`src/rtl/pwlink_pkg.sv`:
```
package pwlink_pkg;

    typedef enum logic [3:0] {
        ST_IDLE,
        ST_BREAK,
        ST_RECOVER,
        ST_TX_LOW,
        ST_TX_HIGH,
        ST_WR_GAP,
        ST_RX_WAIT,
        ST_RX_LOW,
        ST_RX_HIGH
    } link_st_e;

    localparam logic [1:0] CODE_OK      = 2'd0;
    localparam logic [1:0] CODE_NOREPLY = 2'd1;
    localparam logic [1:0] CODE_LOWLONG = 2'd2;
    localparam logic [1:0] CODE_GAPLONG = 2'd3;

    function automatic int max_of(input int a, input int b);
        return (a > b) ? a : b;
    endfunction

endpackage

```
`src/rtl/pwlink_tick.sv`:
```
module pwlink_tick #(
    parameter int DIV = 1000
) (
    input  logic clk,
    input  logic rst_n,
    output logic tick
);
    localparam int TW = $clog2(DIV + 1);
    localparam logic [TW-1:0] LAST = TW'(DIV - 1);

    logic [TW-1:0] cnt_q;

    always_ff @(posedge clk or negedge rst_n) begin
        if (!rst_n) begin
            cnt_q <= '0;
        end else if (cnt_q == LAST) begin
            cnt_q <= '0;
        end else begin
            cnt_q <= cnt_q + TW'(1);
        end
    end

    assign tick = (cnt_q == LAST);
endmodule

```
`src/rtl/pwlink_sync.sv`:
```
module pwlink_sync #(
    parameter int STAGES = 2
) (
    input  logic clk,
    input  logic rst_n,
    input  logic d,
    output logic q
);
    logic [STAGES-1:0] stage_q;

    always_ff @(posedge clk or negedge rst_n) begin
        if (!rst_n) begin
            stage_q <= '1;
        end else begin
            stage_q <= {stage_q[STAGES-2:0], d};
        end
    end

    assign q = stage_q[STAGES-1];
endmodule

```
`src/rtl/pwlink_rxshift.sv`:
```
module pwlink_rxshift #(
    parameter int W = 8
) (
    input  logic         clk,
    input  logic         rst_n,
    input  logic         clr,
    input  logic         en,
    input  logic         din,
    output logic [W-1:0] q
);
    always_ff @(posedge clk or negedge rst_n) begin
        if (!rst_n) begin
            q <= '0;
        end else if (clr) begin
            q <= '0;
        end else if (en) begin
            q <= {din, q[W-1:1]};
        end
    end
endmodule

```
`src/rtl/pwlink_host.sv`:
```
module pwlink_host
    import pwlink_pkg::*;
#(
    parameter int TICK_DIV    = 1000,
    parameter int BREAK_T     = 11,
    parameter int RECOV_T     = 3,
    parameter int ONE_LOW_T   = 2,
    parameter int ZERO_LOW_T  = 6,
    parameter int CELL_T      = 10,
    parameter int WR_GAP_T    = 15,
    parameter int RX_WAIT_T   = 150,
    parameter int ONE_MAX_T   = 3,
    parameter int FIRST_LIM_T = 15,
    parameter int NEXT_LIM_T  = 20,
    parameter int GAP_LIM_T   = 50,
    parameter int ADDR_W      = 7,
    parameter int SYNC_STAGES = 2
) (
    input  logic              clk,
    input  logic              rst_n,
    input  logic              start,
    input  logic [ADDR_W-1:0] addr,
    input  logic              wr,
    input  logic [ADDR_W:0]   wdata,
    output logic [ADDR_W:0]   rdata,
    output logic              busy,
    output logic              done,
    output logic [1:0]        err,
    output logic              line_drive_low,
    input  logic              line_in
);
    localparam int DW   = ADDR_W + 1;
    localparam int BW   = $clog2(DW);
    localparam int MAXT = max_of(max_of(max_of(BREAK_T, RECOV_T), max_of(CELL_T, WR_GAP_T)),
                                 max_of(RX_WAIT_T, GAP_LIM_T));
    localparam int CW   = $clog2(MAXT + 1);
    localparam int LW   = $clog2(max_of(FIRST_LIM_T, NEXT_LIM_T) + 1);

    localparam logic [CW-1:0] C_ONE   = CW'(1);
    localparam logic [CW-1:0] C_BREAK = CW'(BREAK_T);
    localparam logic [CW-1:0] C_RECOV = CW'(RECOV_T);
    localparam logic [CW-1:0] C_LOW1  = CW'(ONE_LOW_T);
    localparam logic [CW-1:0] C_LOW0  = CW'(ZERO_LOW_T);
    localparam logic [CW-1:0] C_CELL  = CW'(CELL_T);
    localparam logic [CW-1:0] C_WGAP  = CW'(WR_GAP_T);
    localparam logic [CW-1:0] C_RWAIT = CW'(RX_WAIT_T);
    localparam logic [CW-1:0] C_GAP   = CW'(GAP_LIM_T);
    localparam logic [LW-1:0] L_ONE   = LW'(1);
    localparam logic [LW-1:0] L_ONEMX = LW'(ONE_MAX_T);
    localparam logic [LW-1:0] L_FIRST = LW'(FIRST_LIM_T);
    localparam logic [LW-1:0] L_NEXT  = LW'(NEXT_LIM_T);
    localparam logic [BW-1:0] B_LAST  = BW'(DW - 1);

    link_st_e        st_q, st_d;
    logic [CW-1:0]   cnt_q, cnt_d, cnt2_q, cnt2_d;
    logic [LW-1:0]   low_q, low_d;
    logic            first_q, first_d;
    logic [BW-1:0]   bit_q, bit_d;
    logic            dph_q, dph_d;
    logic [DW-1:0]   txsh_q, txsh_d;
    logic [DW-1:0]   cmd_q, wd_q;

    logic            tick, line_s;
    logic            accept;
    logic            cell_go;
    logic [DW-1:0]   cell_src;
    logic [CW-1:0]   cell_len;
    logic            rx_clr, rx_shift, rx_val;
    logic            fin;
    logic [1:0]      fin_code;

    pwlink_tick #(.DIV(TICK_DIV)) u_tick (
        .clk  (clk),
        .rst_n(rst_n),
        .tick (tick)
    );

    pwlink_sync #(.STAGES(SYNC_STAGES)) u_sync (
        .clk  (clk),
        .rst_n(rst_n),
        .d    (line_in),
        .q    (line_s)
    );

    pwlink_rxshift #(.W(DW)) u_rx (
        .clk  (clk),
        .rst_n(rst_n),
        .clr  (rx_clr),
        .en   (rx_shift),
        .din  (rx_val),
        .q    (rdata)
    );

    assign accept   = (st_q == ST_IDLE) && start;
    assign cell_len = cell_src[0] ? C_LOW1 : C_LOW0;

    // next-state and datapath decisions
    always_comb begin
        st_d     = st_q;
        cnt_d    = cnt_q;
        cnt2_d   = cnt2_q;
        low_d    = low_q;
        first_d  = first_q;
        bit_d    = bit_q;
        dph_d    = dph_q;
        txsh_d   = txsh_q;
        cell_go  = 1'b0;
        cell_src = txsh_q;
        rx_clr   = 1'b0;
        rx_shift = 1'b0;
        rx_val   = 1'b0;
        fin      = 1'b0;
        fin_code = CODE_OK;

        unique case (st_q)
            ST_IDLE: begin
                if (start) begin
                    st_d  = ST_BREAK;
                    cnt_d = C_BREAK;
                end
            end
            ST_BREAK: begin
                if (tick) begin
                    if (cnt_q == C_ONE) begin
                        st_d  = ST_RECOVER;
                        cnt_d = C_RECOV;
                    end else begin
                        cnt_d = cnt_q - C_ONE;
                    end
                end
            end
            ST_RECOVER: begin
                if (tick) begin
                    if (cnt_q == C_ONE) begin
                        cell_go  = 1'b1;
                        cell_src = cmd_q;
                        bit_d    = B_LAST;
                        dph_d    = 1'b0;
                    end else begin
                        cnt_d = cnt_q - C_ONE;
                    end
                end
            end
            ST_TX_LOW: begin
                if (tick) begin
                    if (cnt_q == C_ONE) begin
                        st_d = ST_TX_HIGH;
                    end else begin
                        cnt_d = cnt_q - C_ONE;
                    end
                end
            end
            ST_TX_HIGH: begin
                if (tick) begin
                    if (cnt2_q == C_ONE) begin
                        if (bit_q != '0) begin
                            cell_go  = 1'b1;
                            cell_src = txsh_q;
                            bit_d    = bit_q - BW'(1);
                        end else if (dph_q) begin
                            st_d = ST_IDLE;
                            fin  = 1'b1;
                        end else if (cmd_q[DW-1]) begin
                            st_d  = ST_WR_GAP;
                            cnt_d = C_WGAP;
                        end else begin
                            st_d  = ST_RX_WAIT;
                            cnt_d = C_RWAIT;
                        end
                    end else begin
                        cnt2_d = cnt2_q - C_ONE;
                    end
                end
            end
            ST_WR_GAP: begin
                if (tick) begin
                    if (cnt_q == C_ONE) begin
                        cell_go  = 1'b1;
                        cell_src = wd_q;
                        bit_d    = B_LAST;
                        dph_d    = 1'b1;
                    end else begin
                        cnt_d = cnt_q - C_ONE;
                    end
                end
            end
            ST_RX_WAIT: begin
                if (tick) begin
                    if (!line_s) begin
                        st_d    = ST_RX_LOW;
                        low_d   = L_ONE;
                        first_d = 1'b1;
                        bit_d   = B_LAST;
                        rx_clr  = 1'b1;
                    end else if (cnt_q == C_ONE) begin
                        st_d     = ST_IDLE;
                        fin      = 1'b1;
                        fin_code = CODE_NOREPLY;
                    end else begin
                        cnt_d = cnt_q - C_ONE;
                    end
                end
            end
            ST_RX_LOW: begin
                if (tick) begin
                    if (line_s) begin
                        rx_shift = 1'b1;
                        rx_val   = (low_q <= L_ONEMX);
                        if (bit_q == '0) begin
                            st_d = ST_IDLE;
                            fin  = 1'b1;
                        end else begin
                            st_d  = ST_RX_HIGH;
                            cnt_d = C_GAP;
                            bit_d = bit_q - BW'(1);
                        end
                    end else if (low_q == (first_q ? L_FIRST : L_NEXT)) begin
                        st_d     = ST_IDLE;
                        fin      = 1'b1;
                        fin_code = CODE_LOWLONG;
                    end else begin
                        low_d = low_q + L_ONE;
                    end
                end
            end
            ST_RX_HIGH: begin
                if (tick) begin
                    if (!line_s) begin
                        st_d    = ST_RX_LOW;
                        low_d   = L_ONE;
                        first_d = 1'b0;
                    end else if (cnt_q == C_ONE) begin
                        st_d     = ST_IDLE;
                        fin      = 1'b1;
                        fin_code = CODE_GAPLONG;
                    end else begin
                        cnt_d = cnt_q - C_ONE;
                    end
                end
            end
            default: st_d = ST_IDLE;
        endcase

        if (cell_go) begin
            st_d   = ST_TX_LOW;
            cnt_d  = cell_len;
            cnt2_d = C_CELL - cell_len;
            txsh_d = cell_src >> 1;
        end
    end

    // state register and working registers
    always_ff @(posedge clk or negedge rst_n) begin
        if (!rst_n) begin
            st_q    <= ST_IDLE;
            cnt_q   <= '0;
            cnt2_q  <= '0;
            low_q   <= '0;
            first_q <= 1'b0;
            bit_q   <= '0;
            dph_q   <= 1'b0;
            txsh_q  <= '0;
            cmd_q   <= '0;
            wd_q    <= '0;
        end else begin
            st_q    <= st_d;
            cnt_q   <= cnt_d;
            cnt2_q  <= cnt2_d;
            low_q   <= low_d;
            first_q <= first_d;
            bit_q   <= bit_d;
            dph_q   <= dph_d;
            txsh_q  <= txsh_d;
            if (accept) begin
                cmd_q <= {wr, addr};
                wd_q  <= wdata;
            end
        end
    end

    // registered outputs
    always_ff @(posedge clk or negedge rst_n) begin
        if (!rst_n) begin
            busy           <= 1'b0;
            done           <= 1'b0;
            err            <= CODE_OK;
            line_drive_low <= 1'b0;
        end else begin
            busy           <= (st_d != ST_IDLE);
            line_drive_low <= (st_d == ST_BREAK) || (st_d == ST_TX_LOW);
            done           <= fin;
            if (fin) begin
                err <= fin_code;
            end else if (accept) begin
                err <= CODE_OK;
            end
        end
    end
endmodule

```
`config.mk`:
```
export PLATFORM = sky130hd
export DESIGN_NAME = pwlink_host
export DESIGN_NICKNAME = d
export VERILOG_FILES = /design/src/rtl/pwlink_pkg.sv /design/src/rtl/pwlink_tick.sv /design/src/rtl/pwlink_sync.sv /design/src/rtl/pwlink_rxshift.sv /design/src/rtl/pwlink_host.sv
export SDC_FILE = /design/constraint.sdc
export NUM_CORES = 1
export LEC_CHECK = 0
export BUFFER_PORTS_ARGS = -buffer_cell sky130_fd_sc_hd__buf_2
export CAP_MARGIN = 20
export CORE_MARGIN = 3
export CORE_UTILIZATION = 45
export DETAILED_ROUTE_END_ITERATION = 8
export PLACE_DENSITY = 0.67
export SLEW_MARGIN = 5
export SYNTH_ARGS = -nofsm -noshare
export SYNTH_HDL_FRONTEND = slang
export SYNTH_SLANG_ARGS = --single-unit
```
`constraint.sdc`:
```
create_clock -name clk -period 2.95 [get_ports clk]
set_clock_uncertainty 0.05 [all_clocks]
set_input_delay 0.4425 -clock clk [delete_from_list [all_inputs] [get_ports clk]]
set_output_delay 0.4425 -clock clk [all_outputs]
set_load 0.05 [all_outputs]
```
* Yosys cells after proc, flatten, opt, wreduce, memory -nomap -nowiden *
Index checks and enable logic that the tools add are counted.

word-level totals
  input port bits = 20
  output and inout bits = 13
  logic and storage cells = 210
  register bits after elaboration = 78

cells by class
  mux-type cells = 115
  add/sub/neg operators = 6
  order comparisons = 1
  eq/ne operators = 47
  reduce and logical (&&, ||, !) cells = 24

operators by type and width
  cell                     number
  $mux W8                  26
  $mux W4                  16
  $pmux W8 S6              1
  $mux W3                  12
  $mux W1                  35
  $ne A2 B2 Y1 const B     17
  $mux W5                  6
  $pmux W4 S7              1
  $ne A3 B3 Y1 const B     8
  $mux W2                  9
  $eq A4 B3 Y1 const B     4
  $eq A8 B1 Y1 const B     2
  $pmux W8 S2              1
  $sub A8 B1 Y8 const B    2
  $reduce_bool A2 Y1       7
  $reduce_and A13 Y1       1
  $eq A4 B2 Y1 const B     3
  $pmux W3 S4              1
  $reduce_and A11 Y1       1
  $add A10 B1 Y10 const B  1
  $eq A10 B10 Y1 const B   1
  $mux W10                 1
  $pmux W5 S2              1
  $reduce_and A5 Y1        2
  24 further kinds         34

* Logic depth before layout (Yosys ltp) *
  depth after elaboration = 9
  depth in mapped cells = 10
  mapped depth without buffers = 8

* Modules after synthesis *
From an unflattened synthesis, not the netlist that was laid out.

unflattened totals
  cells, all modules = 450
  area total of the unflattened synthesis = 4493.1 um2

modules (own cells, without submodules)
  module          sequential area each (um2)  area each (um2)  times used  cells each
  pwlink_host     1451.4                      3642.2           1           380
  pwlink_tick     250.2                       473.0            1           42
  pwlink_rxshift  200.2                       325.3            1           26
  pwlink_sync     52.6                        52.6             1           2

* Worst setup path before layout *
OpenSTA, ideal clock, no wires.

  path kind = register -> register
  start point = register st_q[3]
  end point = register cnt_q[2]
  data arrival time = 2.275 ns
  cell stages (with the launch flop) = 9
  path slack = 0.500 ns
  clock period less this slack = 2.450 ns
  library setup time = 0.125 ns
  buffers on the path = 2
  data required time = 2.775 ns
  path through = dfrtp_1 > buf_6 > or4b_2 > a211oi_2 > o21a_2 > a31oi_4 > or2_1 > buf_6 > mux2_4

on the way
  word-level cells in the longest chain between the ends = 5
  elaborated cells between the ends (all ways) = 31
  classes of those cells = eq/ne: 20; mux: 5; reduce/logical: 6

ends and longest elaborated chain
  element                                                      RTL line            text
  from (decl)                                                  pwlink_host.sv:54   link_st_e st_q, st_d;
  from (signal assigned)                                       pwlink_host.sv:266  st_q <= st_d;
  $eq A4 B3 Y1 / $eq A4 B2 Y1 (equally long branches)          pwlink_host.sv:115  unique case (st_q)
  $reduce_or A2 Y1 (no source line)                            -
  $pmux W1 S2                                                  pwlink_host.sv:115
  $reduce_bool A7 Y1 (no source line) (tied with other cells)  -
  $reduce_and A13 Y1 (no source line)                          -
  to (signal assigned)                                         pwlink_host.sv:267  cnt_q <= cnt_d;
  to (decl)                                                    pwlink_host.sv:55   logic [CW-1:0] cnt_q, cnt_d, cnt2_q, cnt2_d;

Several ways; a longest one is shown, not always the timed one.
A chain may end at the register's enable or synchronous reset.

* Final worst setup path *
  start point = register st_q[2]
  end point = register cnt_q[6]

Same word-level chain as after synthesis.

==> run summary <==
All-Layer GR Usage - 20.6%
Worst-Skew Late Latency - 0.36 ns
Setup TNS - 0 ns
Logic pwr share - 1.9%
Share of flip-flops with an asynchronous set or reset - 100%
Sw power - 0.412 mW
Avg Cell Area, Syn - 9.45 sq um
# Post-CTS Setup Buffers - 0
Final Max Slew Viols - 0
Clk root buf - clkbuf_8
Pin count of the biggest net entering global routing - 79
CP Launch Type - register
TritonCTS Buffers - 9
Post-DP Area - 4810 sq um
# hold bufs at CTS - 0
Top area cells in the synthesized netlist - dfrtp_1 43%, o21ai_0 4.6%, mux2_2 4.1%
Die X - 105 um
Detailed-route via count - 3826
Pleak - 2.22 nW
Total grt overflow - 0
DR DRC count - 0
Antenna diodes - 0
Actual slew at the worst max-slew pin - 0.963 ns
Buffers added on ports - 32
CP arrival - 2.86 ns
Sequential fraction of design power - 56.9%
Initial antenna violation count - 0
Row count - 35
Net Sw Frac - 21.9%
Initial DRC count - 321
Top cell type's share of synthesized area - 43.4%
Clock Pin Slew Worst Setup and Hold Paths - 0.08 ns
Count leader, synth - dfrtp_1
Post-synthesis sequential area ratio - 44.6%
Flops & latches, synth - 78
Syn-to-layout area delta - 14.1%
Io pins - 33
Placeable Area - 9370 sq um
Design Power - 1.89 mW
CTS H-tree depth - 3
Unrepaired setup endpoints after global routing - false
Critical Path RT - 3.15 ns
Synth top cells by count - 76 x dfrtp_1, 48 x nor2_1, 40 x o21ai_0
Setup-failing EPs final - 0
F_max - 0.376 GHz
Clock Power Share - 41.2%
Max cap viols - 0
Cell variety after synth - 72
Layout cell share with drive strength beyond 1 - 21.0%
Min Clock Period, post-route - 2.66 ns
Post-cts sizing count - 0
TritonCTS Sinks - 78
Post-Syn Instances - 464
Worst setup path start - st_q[2]
Final WL - 10800 um
Status - finished clean
Drt pass-1 iters - 5
Routed len/inst - 16.7 um
ANT nets after route - 0
Crit. End Element - register
GPL Wtd Cong - 0.920
CTS tree - built
Worst-path fanout max - 13
Synthesis warning total - 0
Synth Flop Type - dfrtp_1
Detailed Place HPWL - 7820 um
Final period util - 90.1%
Pwr Density - 377 nW/um^2
Final nets - 538
Final Cell Area - 5000 sq um
Hold Path Class - in -> reg
Slew headroom - 35.8%
Internal - 1.47 mW
Peak VDD IR - 327 uV
Hold_sp - line_in
Post-synthesis cell area - 4390 sq um
Leading area contributor after synthesis - dfrtp_1
Setup CP Type - reg -> reg
Die Ht - 105 um
Post-synth EDFFs - 0
Clk buf depth - 2
Initial core utilization - 46.8%
Worst r2r src - st_q[2]
Syn Nets - 492
Via/cell ratio - 5.94
Global-route wire length before repair - 18300 um
Die area - 11000 sq um
Vias in the first global route - 3841
Final Hold Violating Endpoints - 0
## layout by cell type (no fill, tap or decap), types with 4 or more instances in the layout
master,n
a21oi_1,22
a22oi_1,12
and2_1,4
buf_2,31
buf_4,28
clkbuf_8,9
dfrtp_1,76
ha_1,8
inv_1,17
mux2_2,16
mux2i_1,7
nand2_1,35
nand2b_1,7
nand3_1,17
nand4_1,4
nor2_1,48
nor2b_1,4
nor3_1,16
nor4_1,5
o211ai_1,4
o21ai_0,39
o31ai_1,9
xnor2_1,5
xor2_1,7
## registers in the layout, indices dropped and copies added (netlist names)
name and count:
low_q 5, cnt2_q 8, done 1, wd_q 8
cmd_q 8, st_q 4, u_sync.stage_q 2, first_q 1
busy 1, dph_q 1, bit_q 3, txsh_q 7
u_tick.cnt_q 10, cnt_q 8, u_rx.q 8, line_drive_low 1
err 2
## cell families after synthesis
logic type | after synthesis | synth area share, %
buffers and inverters | 41 | 4.14
DFF | 78 | 44.6
AOI/OAI and AO/OA | 127 | 19.7
adders and majority gates | 8 | 2.28
and+or+nand+nor | 174 | 20.8
xor gates and xnor gates | 12 | 2.40
muxes | 24 | 6.05
## cell type report
type	count	area (sq um)
clock buffers	11	131
clock inverters	5	60.1
fillers	904	4370
inverters	17	63.8
multi-input cells	345	2270
flip-flops and latches	78	1950
well taps	129	161
repair buffers	59	365
## final timing paths
check | to | slack [ns] | cells past startpoint
worst max register to register | cnt_q[6] | 0.29 | 7
worst min register to register | u_sync.stage_q[1] | 0.31 | 0
max in group asynchronous | cnt_q[1] | 2.04 | 1
worst min-delay path | u_sync.stage_q[0] | 0.13 | 1
min in group asynchronous | low_q[1] | 0.19 | 1
worst max-delay path | cnt_q[6] | 0.29 | 7
## power groups by stage
stage | Combinational [mW] | Sequential (mW) | Clock [mW]
floorplan | 0.00388 | 1.09 | 0
global placement | 0.0367 | 1.09 | 0
detailed placement | 0.0376 | 1.09 | 0
CTS | 0.0379 | 1.07 | 0.813
global route | 0.0419 | 1.07 | 0.861
finish | 0.0355 | 1.07 | 0.777
## per-stage QoR
step / utilization, % / hold WS (ns) / setup slack, ns / cells
global placement: 51.3 / 0.297 / 0.377 / 628
floorplan: - / 0.0969 / 0.500 / 464
global route: 53.4 / 0.108 / 0.133 / 644
detailed placement: 51.3 / 0.304 / 0.348 / 628
CTS: 53.4 / 0.113 / 0.315 / 644
finish: 53.4 / 0.133 / 0.293 / 644
## layer usage
metal	global-route usage, %	wire [um]	vias up
met3	4.57	606	23
met5	0	0	-
met1	26.8	4770	1867
li1	-	-	1792
met2	33.4	5160	144
met4	8.06	214	0
## critical path: stages, from the launching register on
cell and delay (ns):
dfrtp_1 0.52, or4b_2 0.72, a211oi_2 0.28, o21a_2 0.21, a31oi_4 0.04, or2_1 0.27, buf_4 0.17, o41ai_2 0.30
(Power assumes the default switching activity.)
